## config.mk

```make
export PLATFORM = sky130hd
export DESIGN_NAME = ivl_timer
export DESIGN_NICKNAME = d
export VERILOG_FILES = /design/src/rtl/tmr_pkg.sv /design/src/rtl/tmr_rst_sync.sv /design/src/rtl/tmr_prescaler.sv /design/src/rtl/tmr_mode_reg.sv /design/src/rtl/tmr_count.sv /design/src/rtl/ivl_timer.sv
export SDC_FILE = /design/constraint.sdc
export NUM_CORES = 1
export LEC_CHECK = 0
export BUFFER_PORTS_ARGS = -buffer_cell sky130_fd_sc_hd__buf_2
export CAP_MARGIN = 0
export CORE_MARGIN = 2
export CORE_UTILIZATION = 54
export DETAILED_ROUTE_END_ITERATION = 8
export PLACE_DENSITY = 0.81
export SKIP_LAST_GASP = 1
export SLEW_MARGIN = 15
export SYNTH_ARGS = -nofsm -noshare
export SYNTH_HDL_FRONTEND = slang
export SYNTH_SLANG_ARGS = --single-unit
export TNS_END_PERCENT = 20
```

## constraint.sdc

```tcl
create_clock -name clk -period 1 [get_ports clk]
set_input_delay 0.2 -clock clk [delete_from_list [all_inputs] [get_ports clk]]
set_output_delay 0.2 -clock clk [all_outputs]
set_load 0.01 [all_outputs]
```

## src/rtl/tmr_pkg.sv

```systemverilog
package tmr_pkg;
  typedef enum logic {
    SEL_MODE  = 1'b0,
    SEL_COUNT = 1'b1
  } reg_sel_e;
endpackage

```

## src/rtl/tmr_rst_sync.sv

```systemverilog
module tmr_rst_sync (
  input  logic clk,
  input  logic arst_n,
  output logic rst_n_o
);
  logic [1:0] sync_q;

  always_ff @(posedge clk or negedge arst_n) begin
    if (!arst_n) sync_q <= 2'b00;
    else         sync_q <= {sync_q[0], 1'b1};
  end

  assign rst_n_o = sync_q[1];
endmodule

```

## src/rtl/tmr_prescaler.sv

```systemverilog
module tmr_prescaler #(
  parameter int RATE_W = 3
) (
  input  logic              clk,
  input  logic              rst_n,
  input  logic              en_i,
  input  logic [RATE_W-1:0] rate_i,
  output logic              tick_o
);
  localparam int DIV_W  = 2 ** RATE_W;
  localparam int N_RATE = 2 ** RATE_W;

  logic [DIV_W-1:0]  div_q, div_d;
  logic [N_RATE-1:0] hit;

  always_comb begin
    if (en_i) div_d = div_q + DIV_W'(1);
    else      div_d = '0;
  end

  always_ff @(posedge clk or negedge rst_n) begin
    if (!rst_n) div_q <= '0;
    else        div_q <= div_d;
  end

  // rate code g fires when the low DIV_W-g divider bits are all ones
  for (genvar g = 0; g < N_RATE; g++) begin : g_hit
    assign hit[g] = &div_q[DIV_W-1-g:0];
  end

  assign tick_o = en_i & hit[rate_i];


  div_hold_chk: assert property (@(posedge clk) disable iff (!rst_n)
    !en_i |=> div_q == '0);


  div_run_chk: assert property (@(posedge clk) disable iff (!rst_n)
    en_i |=> div_q == $past(div_q) + DIV_W'(1));
endmodule

```

## src/rtl/tmr_mode_reg.sv

```systemverilog
module tmr_mode_reg #(
  parameter int DATA_W = 8,
  parameter int RATE_W = 3
) (
  input  logic              clk,
  input  logic              rst_n,
  input  logic              wr_i,
  input  logic [RATE_W:0]   field_i,
  output logic              run_o,
  output logic [RATE_W-1:0] rate_o,
  output logic [DATA_W-1:0] view_o
);
  localparam int LOW_W = DATA_W - RATE_W - 1;

  logic              run_q, run_d;
  logic [RATE_W-1:0] rate_q, rate_d;

  always_comb begin
    run_d  = run_q;
    rate_d = rate_q;
    if (wr_i) begin
      run_d  = field_i[RATE_W];
      rate_d = field_i[RATE_W-1:0];
    end
  end

  always_ff @(posedge clk or negedge rst_n) begin
    if (!rst_n) begin
      run_q  <= 1'b0;
      rate_q <= '0;
    end else begin
      run_q  <= run_d;
      rate_q <= rate_d;
    end
  end

  assign run_o  = run_q;
  assign rate_o = rate_q;
  assign view_o = {run_q, rate_q, {LOW_W{1'b0}}};


  mode_wr_chk: assert property (@(posedge clk) disable iff (!rst_n)
    wr_i |=> {run_o, rate_o} == $past(field_i));


  mode_keep_chk: assert property (@(posedge clk) disable iff (!rst_n)
    !wr_i |=> $stable({run_o, rate_o}));
endmodule

```

## src/rtl/tmr_count.sv

```systemverilog
module tmr_count #(
  parameter int CNT_W = 8
) (
  input  logic             clk,
  input  logic             rst_n,
  input  logic             tick_i,
  input  logic             load_i,
  input  logic [CNT_W-1:0] load_val_i,
  input  logic             clr_i,
  output logic [CNT_W-1:0] count_o,
  output logic             flag_o
);
  logic [CNT_W-1:0] cnt_q, cnt_d;
  logic             flag_q, flag_d;
  logic             wrap;

  assign wrap = tick_i & ~load_i & (cnt_q == '1);

  always_comb begin
    cnt_d = cnt_q;
    if (load_i)      cnt_d = load_val_i;
    else if (tick_i) cnt_d = cnt_q + CNT_W'(1);
  end

  always_comb begin
    flag_d = flag_q;
    if (wrap)       flag_d = 1'b1;
    else if (clr_i) flag_d = 1'b0;
  end

  always_ff @(posedge clk or negedge rst_n) begin
    if (!rst_n) begin
      cnt_q  <= '0;
      flag_q <= 1'b0;
    end else begin
      cnt_q  <= cnt_d;
      flag_q <= flag_d;
    end
  end

  assign count_o = cnt_q;
  assign flag_o  = flag_q;


  wrap_chk: assert property (@(posedge clk) disable iff (!rst_n)
    (tick_i && !load_i && cnt_q == '1) |=> (cnt_q == '0 && flag_q));


  hold_chk: assert property (@(posedge clk) disable iff (!rst_n)
    (!tick_i && !load_i) |=> $stable(cnt_q));


  preload_chk: assert property (@(posedge clk) disable iff (!rst_n)
    load_i |=> cnt_q == $past(load_val_i));


  sticky_chk: assert property (@(posedge clk) disable iff (!rst_n)
    (flag_q && !clr_i) |=> flag_q);


  flag_src_chk: assert property (@(posedge clk) disable iff (!rst_n)
    $rose(flag_q) |-> $past(tick_i && !load_i && cnt_q == '1));
endmodule

```

## src/rtl/ivl_timer.sv

```systemverilog
module ivl_timer #(
  parameter int DATA_W = 8,
  parameter int RATE_W = 3
) (
  input  logic              clk,
  input  logic              rst_n,
  input  logic              wr_en,
  input  logic              rd_en,
  input  logic              addr,
  input  logic [DATA_W-1:0] wdata,
  output logic [DATA_W-1:0] rdata,
  input  logic              irq_clr,
  output logic              irq
);
  import tmr_pkg::*;

  localparam int CNT_W = DATA_W;

  logic              rst_s_n;
  logic              mode_wr, cnt_wr;
  logic              run;
  logic [RATE_W-1:0] rate;
  logic [DATA_W-1:0] mode_view;
  logic              tick;
  logic [CNT_W-1:0]  count;
  reg_sel_e          sel;

  assign sel     = reg_sel_e'(addr);
  assign mode_wr = wr_en & (sel == SEL_MODE);
  assign cnt_wr  = wr_en & (sel == SEL_COUNT);

  tmr_rst_sync u_rst (
    .clk     (clk),
    .arst_n  (rst_n),
    .rst_n_o (rst_s_n)
  );

  tmr_mode_reg #(.DATA_W(DATA_W), .RATE_W(RATE_W)) u_mode (
    .clk     (clk),
    .rst_n   (rst_s_n),
    .wr_i    (mode_wr),
    .field_i (wdata[DATA_W-1 -: RATE_W+1]),
    .run_o   (run),
    .rate_o  (rate),
    .view_o  (mode_view)
  );

  tmr_prescaler #(.RATE_W(RATE_W)) u_pre (
    .clk    (clk),
    .rst_n  (rst_s_n),
    .en_i   (run),
    .rate_i (rate),
    .tick_o (tick)
  );

  tmr_count #(.CNT_W(CNT_W)) u_cnt (
    .clk        (clk),
    .rst_n      (rst_s_n),
    .tick_i     (tick),
    .load_i     (cnt_wr),
    .load_val_i (wdata),
    .clr_i      (irq_clr),
    .count_o    (count),
    .flag_o     (irq)
  );

  always_comb begin
    rdata = '0;
    if (rd_en) rdata = (sel == SEL_COUNT) ? count : mode_view;
  end


  stop_hold_chk: assert property (@(posedge clk) disable iff (!rst_s_n)
    (!run && !cnt_wr) |=> $stable(count));
endmodule

```

* After elaboration in Yosys (flattened, before gate mapping)
Cells that the tools add are included.
** Word-level totals
- Bits in registers :: 23
- Logic and storage cells :: 35
- Input port bits :: 14
** Cells by class
- Bitwise gates (word level) :: 7
- Reductions and logical operators :: 9
- Add/sub/neg operators :: 2
- Equality and inequality tests :: 1
- Muxes and demuxes :: 9
- $lt $le $gt $ge :: 1
** Operators with widths (number)
- $mux W8 :: 5
- $add A8 B1 Y8 const B :: 2
- $eq A8 B8 Y1 const B :: 1
- $reduce_and A8 Y1 :: 1
- $reduce_and A7 Y1 :: 1
- $reduce_and A6 Y1 :: 1
- $and A1 B1 Y1 :: 5
- $reduce_and A5 Y1 :: 1
- $lt A3 B4 Y1 const B :: 1
- $reduce_and A4 Y1 :: 1
- $reduce_bool A2 Y1 :: 2
- $bmux W1 S3 :: 1
- $mux W1 :: 3
- $reduce_and A3 Y1 :: 1
- $not A1 Y1 :: 2
- $reduce_and A2 Y1 :: 1

* Depth between registers and ports, before layout
Gate-level depths: netlist of run 1.
- Word-level depth :: 7
- Depth in mapped cells :: 8

* Cells and area by module
Synthesis of run 1 repeated with hierarchy kept, for this count alone.
** Second synthesis, totals
- Cells, all modules :: 137
- Area, all modules :: 1367.6 µm²
** By module, submodules not included
- tmr_count :: area an instance 485.5 µm², cells each 54, seq. area each 225.2 µm², instances 1
- tmr_prescaler :: area an instance 461.7 µm², cells each 44, seq. area each 200.2 µm², instances 1
- tmr_mode_reg :: area an instance 209.0 µm², cells each 17, seq. area each 100.1 µm², instances 1
- ivl_timer :: area an instance 157.7 µm², cells each 19, seq. area each 0.0 µm², instances 1
- tmr_rst_sync :: area an instance 53.8 µm², cells each 3, seq. area each 50.0 µm², instances 1

* Worst setup path after synthesis of run 1
Ideal clock, no wire load.
- Path kind :: reg2reg
- Start point :: register u_pre.div_q[0]
- End point :: register u_cnt.cnt_q[1] (netlist: u_cnt.count_o[1])
- Period minus slack after synthesis :: 1.902 ns
- Data required time :: 0.863 ns
- Arrival :: 1.765 ns
- Slack :: -0.902 ns
- Cell stages (with the launch flop) :: 9
- Setup time :: 0.137 ns
- Cells stage by stage :: dfrtp_1 > ha_1 > and3_1 > ha_1 > nor3b_2 > a211oi_4 > o21ai_2 > mux2i_1 > a21oi_1
** Between the ends
- Word-level cells in the longest chain between the ends :: 5
- Elaborated cells between the ends (all ways) :: 11
- Those cells by class :: mux: 2; bitwise: 1; reduce/logical: 8
** RTL lines
- start, declared :: RTL line tmr_prescaler.sv:13 : logic [DIV_W-1:0] div_q, div_d;
- start signal, assigned :: RTL line tmr_prescaler.sv:23 : else div_q <= div_d;
- $reduce_and A8 Y1 (tied with other cells) :: RTL line tmr_prescaler.sv:28 : assign hit[g] = &div_q[DIV_W-1-g:0];
- $bmux W1 S3 * :: RTL line tmr_prescaler.sv:31 : assign tick_o = en_i & hit[rate_i];
- $mux W1 (not written as such) * :: RTL line tmr_prescaler.sv:31
- $and A1 B1 Y1 * :: RTL line tmr_prescaler.sv:31
- $reduce_bool A2 Y1 (no line) *
- end signal, assigned :: RTL line tmr_count.sv:36 : cnt_q <= cnt_d;
- end, declared :: RTL line tmr_count.sv:13 : logic [CNT_W-1:0] cnt_q, cnt_d;
Mark *: on every way between the ends. The rest lies on a longest branch, timed or not. The select of a mux whose other input is x is not followed.
A chain may end at the register's enable or synchronous reset.

* Worst setup path in the final report of run 1
- Start point :: register u_pre.div_q[1]
- End point :: register u_cnt.cnt_q[1] (netlist: u_cnt.count_o[1])
The elaborated chain is that of the path after synthesis.

==> impl_results.md, run 1 <==
- Total die area: 0.002781 mm2
- GRT Residual Overflow: 0
- Synth Area per Inst: 10.51 um2
- Antenna viol nets, final: 0
- FF+latch count, synth: 23
- Area of the multi-input gates: 724.4 um2
- Hold slack: 64.41 ps
- Delay-heaviest family, CP: flip-flops
- Cell count after placement: 194
- First-pass GRT wire length: 5561 um
- Pwr/cell area: 1455 mW/mm2
- Buf/Inv on CP: 0
- Most used cell, CP: ha_4
- ANT cells: 0
- Hold/Removal Path Class: in2reg
- Die Span X: 52.74 um
- Final slew viol count: 0
- Tmin final: 1939 ps
- R2r startpoint: u_pre.div_q[1]$_DFF_PN0_
- Max frequency: 515.8 MHz
- Layout area overhead: 31.32%
- Layout net count: 191
- Clk_skew: 3.193 ps
- PortBufs: 22
- Util after Layout: 0.7541
- Critical Path, Cell by Cell: ha_4 > and3_4 > ha_4 > nor3b_4 > a211oi_4 > o21ai_2 > mux2i_1 > a21oi_1
- Ys async rst share: 1.000
- Initial core utilization: 0.5742
- Hold Path Depth: 2
- Iter 0 DRT Violations: 37
- Drt drc: 0
- Sink Count: 23
- Crit path max fanout: 7
- Largest net degree at the start of global routing: 22
- Reg area: 575.6 um2
- Critical path arrival: 2150 ps
- Relative slew slack: 0.6172
- Inserted Clock Buffers: 3
- Final cell count without fillers: 200
- CTS H-tree depth: 1
- Critical path class: reg2reg
- Final instance area: 0.001684 mm2
- Maximum buffer depth of the clock tree: 2
- Worst Reg-to-Reg Cells: 8
- Number of synthesis warnings: 0
- Fill count: 153
- Total track usage: 0.2833
- Vias: 1115
- Min-delay src: irq_clr
- Pre-CTS setup slack: -896.5 ps
- Most used flip-flop cell after synthesis: dfrtp_1
- Final setup violation count: 26
- Share of layout cells above drive strength 1: 0.3837
- R2r endpoint: u_cnt.count_o[1]$_DFFE_PN0P_
- Post-synth cell types: 32
- Violated checks: setup timing
- Via density per instance: 5.575
- Post-synth EDFFs: 0
- 1st-pass router iterations: 4
- Maximum vdd drop: 1149 uV
- Critical Path Source: u_pre.div_q[1]$_DFF_PN0_
- Final worst slack: -938.7 ps
- R2R Setup Slk: -940 ps
- Worst-margin pin slew: 571.1 ps
- RSZ-0062 raised after global routing: yes
- Crit path capture type: flip-flop
- Max capacitance violation total: 0
- Startpoint Class: flip-flop
- Delay of the slowest cell on the worst path: 440 ps
- Root Driver: clkbuf_4
- RD Place Congestion: 0.8204
- Seq/Total Area, Yosys: 0.4488
- Leakage power: 0.7832 nW
- Worst skew pair latency: 310 ps
- Slowest CP cell: dfrtp_1
- Rows: 17
- Reg clk slew, reported paths: 120 ps
- Top-level I/O count: 23
- Number of global-route vias before repair: 1177
- Final period utilization: 1.939
- Critical path required time: 1210 ps
- Post-placement cell area: 0.001640 mm2
- Hold EP: u_cnt.flag_o$_DFFE_PN0P_
- Synth Instances: 122
- Final Hold Viols: 0
- Routed WL: 3328 um
- Synthesized area: 0.001282 mm2
- Core outline area: 0.002233 mm2
- CTS tree: built
- Post-DP HPWL: 2431 um
- Initial antenna violation count: 0
- Run status: complete, but fails checks
- Wire per inst: 16.64 um
- Die H: 52.74 um
- Syn nets: 140
sequential cells by signal (all words and copies together) (netlist names):
register       cells
u_mode.rate_o      3
u_cnt.flag_o       1
u_rst.sync_q       2
u_mode.run_o       1
u_cnt.count_o      8
u_pre.div_q        8
layout make-up:
type                    count  area share
clock buffers               4     0.01560
inverters                   2    0.004458
multi-input cells          94      0.4302
flip-flops and latches     23      0.3418
well taps                  28     0.02080
repair buffers             49      0.1872
metal layers:
layer | vias to the layer above | global-route usage | routed length, um
li1 | 532 | - | -
met1 | 533 | 0.3432 | 1338
met2 | 37 | 0.4896 | 1745
met3 | 13 | 0.04286 | 131
met4 | 0 | 0.1325 | 114
met5 | - | 0 | 0
cell families after synthesis:
group	Yosys count	share of synthesized area
buf+inv	5	0.01464
simple gates	45	0.1912
xor+xnor	10	0.06830
compound gates	24	0.1532
flops	23	0.4488
other cells	1	0.002924
fa+ha+maj	4	0.03903
mux	10	0.08195
worst max path at each step:
| stage | to | slack [ps] | cells after the start |
|---|---|---|---|
| 2_1_floorplan | u_cnt.count_o[1]$_DFFE_PN0P_ | -770 | 8 |
| 3_3_place_gp | u_cnt.count_o[1]$_DFFE_PN0P_ | -800 | 8 |
| 3_5_place_dp | u_cnt.count_o[0]$_DFFE_PN0P_ | -900 | 8 |
| 4_1_cts | u_cnt.count_o[0]$_DFFE_PN0P_ | -920 | 8 |
| 5_1_grt | u_cnt.count_o[0]$_DFFE_PN0P_ | -1020 | 8 |
| 6_report | u_cnt.count_o[1]$_DFFE_PN0P_ | -940 | 8 |
per-stage QoR:
stage               TNS, ps  power, mW
finish               -13150      2.451
global route         -14980      2.595
CTS                  -12870      2.432
detailed placement   -10020      1.993
global placement      -8758      1.929
floorplan             -8129      1.611
power breakdown:
group,internal [mW],total (mW),switching (mW),leakage (nW)
clock network,0.156,0.431,0.275,0.0150
logic,0.431,0.843,0.412,0.487
registers,1.05,1.18,0.131,0.281
total,1.63,2.45,0.819,0.783
cells in the final DEF (no fill, tap or decap), types with 2 or more instances in the layout:
cell and n:
dfrtp_1 23, nand3_1 5, xor2_1 7, clkbuf_4 3
buf_2 22, nor2b_1 7, a21oi_1 10, xnor2_1 3
and3_1 6, nor2_1 12, o211ai_1 4, ha_4 2
buf_4 26, inv_1 2, and2_1 5, mux2_2 4
ha_1 2, mux2i_1 6, nand2_1 4
worst reg2reg max path: cells and delay by family (launching register included):
family,cells,cell delay [ps]
DFF,1,440
and+or+nand+nor,2,410
AOI/OAI and AO/OA,3,410
adders and majority gates,2,330
muxes,1,240
what timing repair did:
action,4_1_cts,5_1_grt
hold buffers,1,0
resized for setup,0,0
hold endpoints to repair,2,0
cloned,0,0
pin swaps,3,4
buffers inserted,1,0
endpoints found under the setup margin,25,26
Yosys cell counts (all sizes together), types with 4 or more instances:
library cell | instances | share of area
nand2 | 4 | 0.012
nor2 | 12 | 0.035
and3 | 7 | 0.034
ha | 4 | 0.039
dfrtp | 23 | 0.45
nor2b | 7 | 0.034
o211ai | 5 | 0.033
mux2i | 6 | 0.047
and2 | 5 | 0.024
nand3 | 5 | 0.020
mux2 | 4 | 0.035
a21oi | 10 | 0.039
xor2 | 7 | 0.048
Power figures use the tool's default switching activity.
==> run 2, diff against run 1 <==
- CORE_UTILIZATION: 54 -> 30
- PLACE_DENSITY: 0.81 -> 0.51
==> run 2 against run 1 <==
  * The flow still finishes with violations (setup timing)
  * Sequential power about the same
  * Sequential share of layout area down 0.77 points
  * Final cell count up 11%
  * Routed wire length is 15% lower
  * Critical path type unchanged
  * Highest routed layer unchanged
  * Global-route usage shrank 16 points
  * Count of clock-buffer cells in the layout unchanged
  * Critical path depth unchanged
  * First-iteration DRC count down 27%
  * Worst hold slack gained 60 ps
  * Total power rose by 2.6%
  * Register-to-register slack better by 80 ps
==> impl_results.md, run 2 (synthesis gave the netlist of run 1 again) <==
- Run status: complete, but fails checks
- Violated checks: setup timing
- Final setup violation count: 24
- Final Hold Viols: 0
- RD Place Congestion: 0.7897
- Clock power frac: 0.232
- Die Span X: 69.38 um
- Vias: 1047
- Max frequency: 538.7 MHz
- Critical path required time: 1150 ps
- Total power: 2.515 mW
- RSZ-0062 raised after global routing: yes
- Crit path capture type: flip-flop
- Post-DP HPWL: 2256 um
- Pre-CTS setup slack: -851.8 ps
- Hold slack: 124.9 ps
- Cell count after placement: 215
- Drt drc: 0
- Post-placement cell area: 0.001660 mm2
- Total track usage: 0.1248
- Reg clk slew, reported paths: 80 ps
- Max capacitance violation total: 0
- Routed WL: 2835 um
- Internal power: 1.738 mW
- Critical path arrival: 2010 ps
- Via density per instance: 4.738
- Worst-margin pin slew: 536.7 ps
- Number of global-route vias before repair: 1047
- Maximum vdd drop: 591.2 uV
- Switch Pwr: 777.3 uW
- Sequential power share: 0.467
- Largest net degree at the start of global routing: 22
- Initial core utilization: 0.3161
- Most frequent cells in the layout: buf_4, dfrtp_1, buf_2
- First-pass GRT wire length: 4871 um
- Top-level I/O count: 23
- Worst skew pair latency: 260 ps
- Resize count post-CTS: 0
- Root Driver: clkbuf_8
- ANT cells: 0
- Reg area: 575.6 um2
- Layout net count: 190
- Commonest non-fill, non-tap cell in the layout: buf_4
- CTS tree: built
- Sink Count: 23
- Iter 0 DRT Violations: 27
- Layout area overhead: 34.34%
- 1st-pass router iterations: 4
- Share of layout cells above drive strength 1: 0.3801
- Wire per inst: 12.83 um
- Antenna viol nets, final: 0
- Rows: 23
- Pwr/cell area: 1460 mW/mm2
- Tmin final: 1856 ps
- Startpoint Class: flip-flop
- Critical path class: reg2reg
- PortBufs: 22
- Crit path max fanout: 7
- Fill count: 408
- Final cell count without fillers: 221
- Final period utilization: 1.856
- Sw Ratio: 0.3091
- Maximum buffer depth of the clock tree: 2
- Hold/Removal Path Class: in2reg
- GRT Residual Overflow: 0
- CTS H-tree depth: 1
- Inserted Clock Buffers: 3
- Final worst slack: -856.4 ps
- Final slew viol count: 0
- Total die area: 0.004814 mm2
- Combinational Power Share: 0.301
- Area of the multi-input gates: 724.4 um2
- Clk_skew: 1.620 ps
- Final instance area: 0.001723 mm2
- Die H: 69.38 um
- Initial antenna violation count: 0
- Core outline area: 0.004058 mm2
- Leakage power: 0.7874 nW
- Relative slew slack: 0.6402
==> run 2: changes by cell type in the layout (fill, tap and decap cells not counted), sizes merged <==
cell,before,now
buf,48,47
==> run 2: cell type report <==
cell class / count / area share
sequential: 23 / 0.3341
multi-input combinational: 94 / 0.4205
inverter: 2 / 0.004357
timing repair buffer: 48 / 0.1786
tap: 50 / 0.03631
clock buffer: 4 / 0.02614
==> run 2: per-layer routing <==
| layer | routed length (um) | vias to the layer above | track usage |
|---|---|---|---|
| li1 | - | 526 | - |
| met5 | 0 | - | 0 |
| met3 | 60 | 2 | 0.01890 |
| met1 | 1405 | 508 | 0.1633 |
| met2 | 1344 | 11 | 0.2083 |
| met4 | 24 | 0 | 0.04575 |
==> run 2: worst max-delay path, cell delays in order, from the launching register on <==
cell	delay [ps]
dfrtp_1	410
ha_4	170
and3_4	180
ha_4	150
nor3b_4	200
a211oi_4	90
o21ai_2	240
mux2i_1	210
a21oi_1	80
==> run 2: through the flow <==
step / setup TNS (ps) / util
floorplan: -8129 / -
global placement: -8980 / 0.4092
detailed placement: -9380 / 0.4092
CTS: -11330 / 0.4228
global route: -13040 / 0.4246
finish: -11030 / 0.4246
==> run 2: path summary, 6_finish.rpt <==
path / start / endpoint / slack (ps) / cells after the start
worst max register to register: u_pre.div_q[1]$_DFF_PN0_ / u_cnt.count_o[1]$_DFFE_PN0P_ / -860 / 8
max in group asynchronous: u_rst.sync_q[1]$_DFF_PN0_ / u_cnt.count_o[2]$_DFFE_PN0P_ / 560 / 1
worst min-delay path: irq_clr / u_cnt.flag_o$_DFFE_PN0P_ / 120 / 2
min in group asynchronous: u_rst.sync_q[1]$_DFF_PN0_ / u_pre.div_q[3]$_DFF_PN0_ / 220 / 1
worst min register to register: u_rst.sync_q[1]$_DFF_PN0_ / u_pre.div_q[3]$_DFF_PN0_ / 220 / 1
worst max-delay path: u_pre.div_q[1]$_DFF_PN0_ / u_cnt.count_o[1]$_DFFE_PN0P_ / -860 / 8
==> run 2: power groups by stage <==
stage	combinational (mW)	clock, mW	sequential [mW]
after floorplan	0.417	0	1.19
after global placement	0.744	0	1.19
after detailed placement	0.752	0	1.19
after CTS	0.758	0.608	1.17
after global routing	0.851	0.653	1.19
final	0.758	0.584	1.17
==> run 2: what timing repair did <==
| action | CTS | global route |
|---|---|---|
| hold buffers | 1 | 0 |
| pin swaps | 3 | 6 |
| buffers inserted | 0 | 1 |
| hold endpoints to repair | 2 | 0 |
| endpoints found under the setup margin | 24 | 27 |
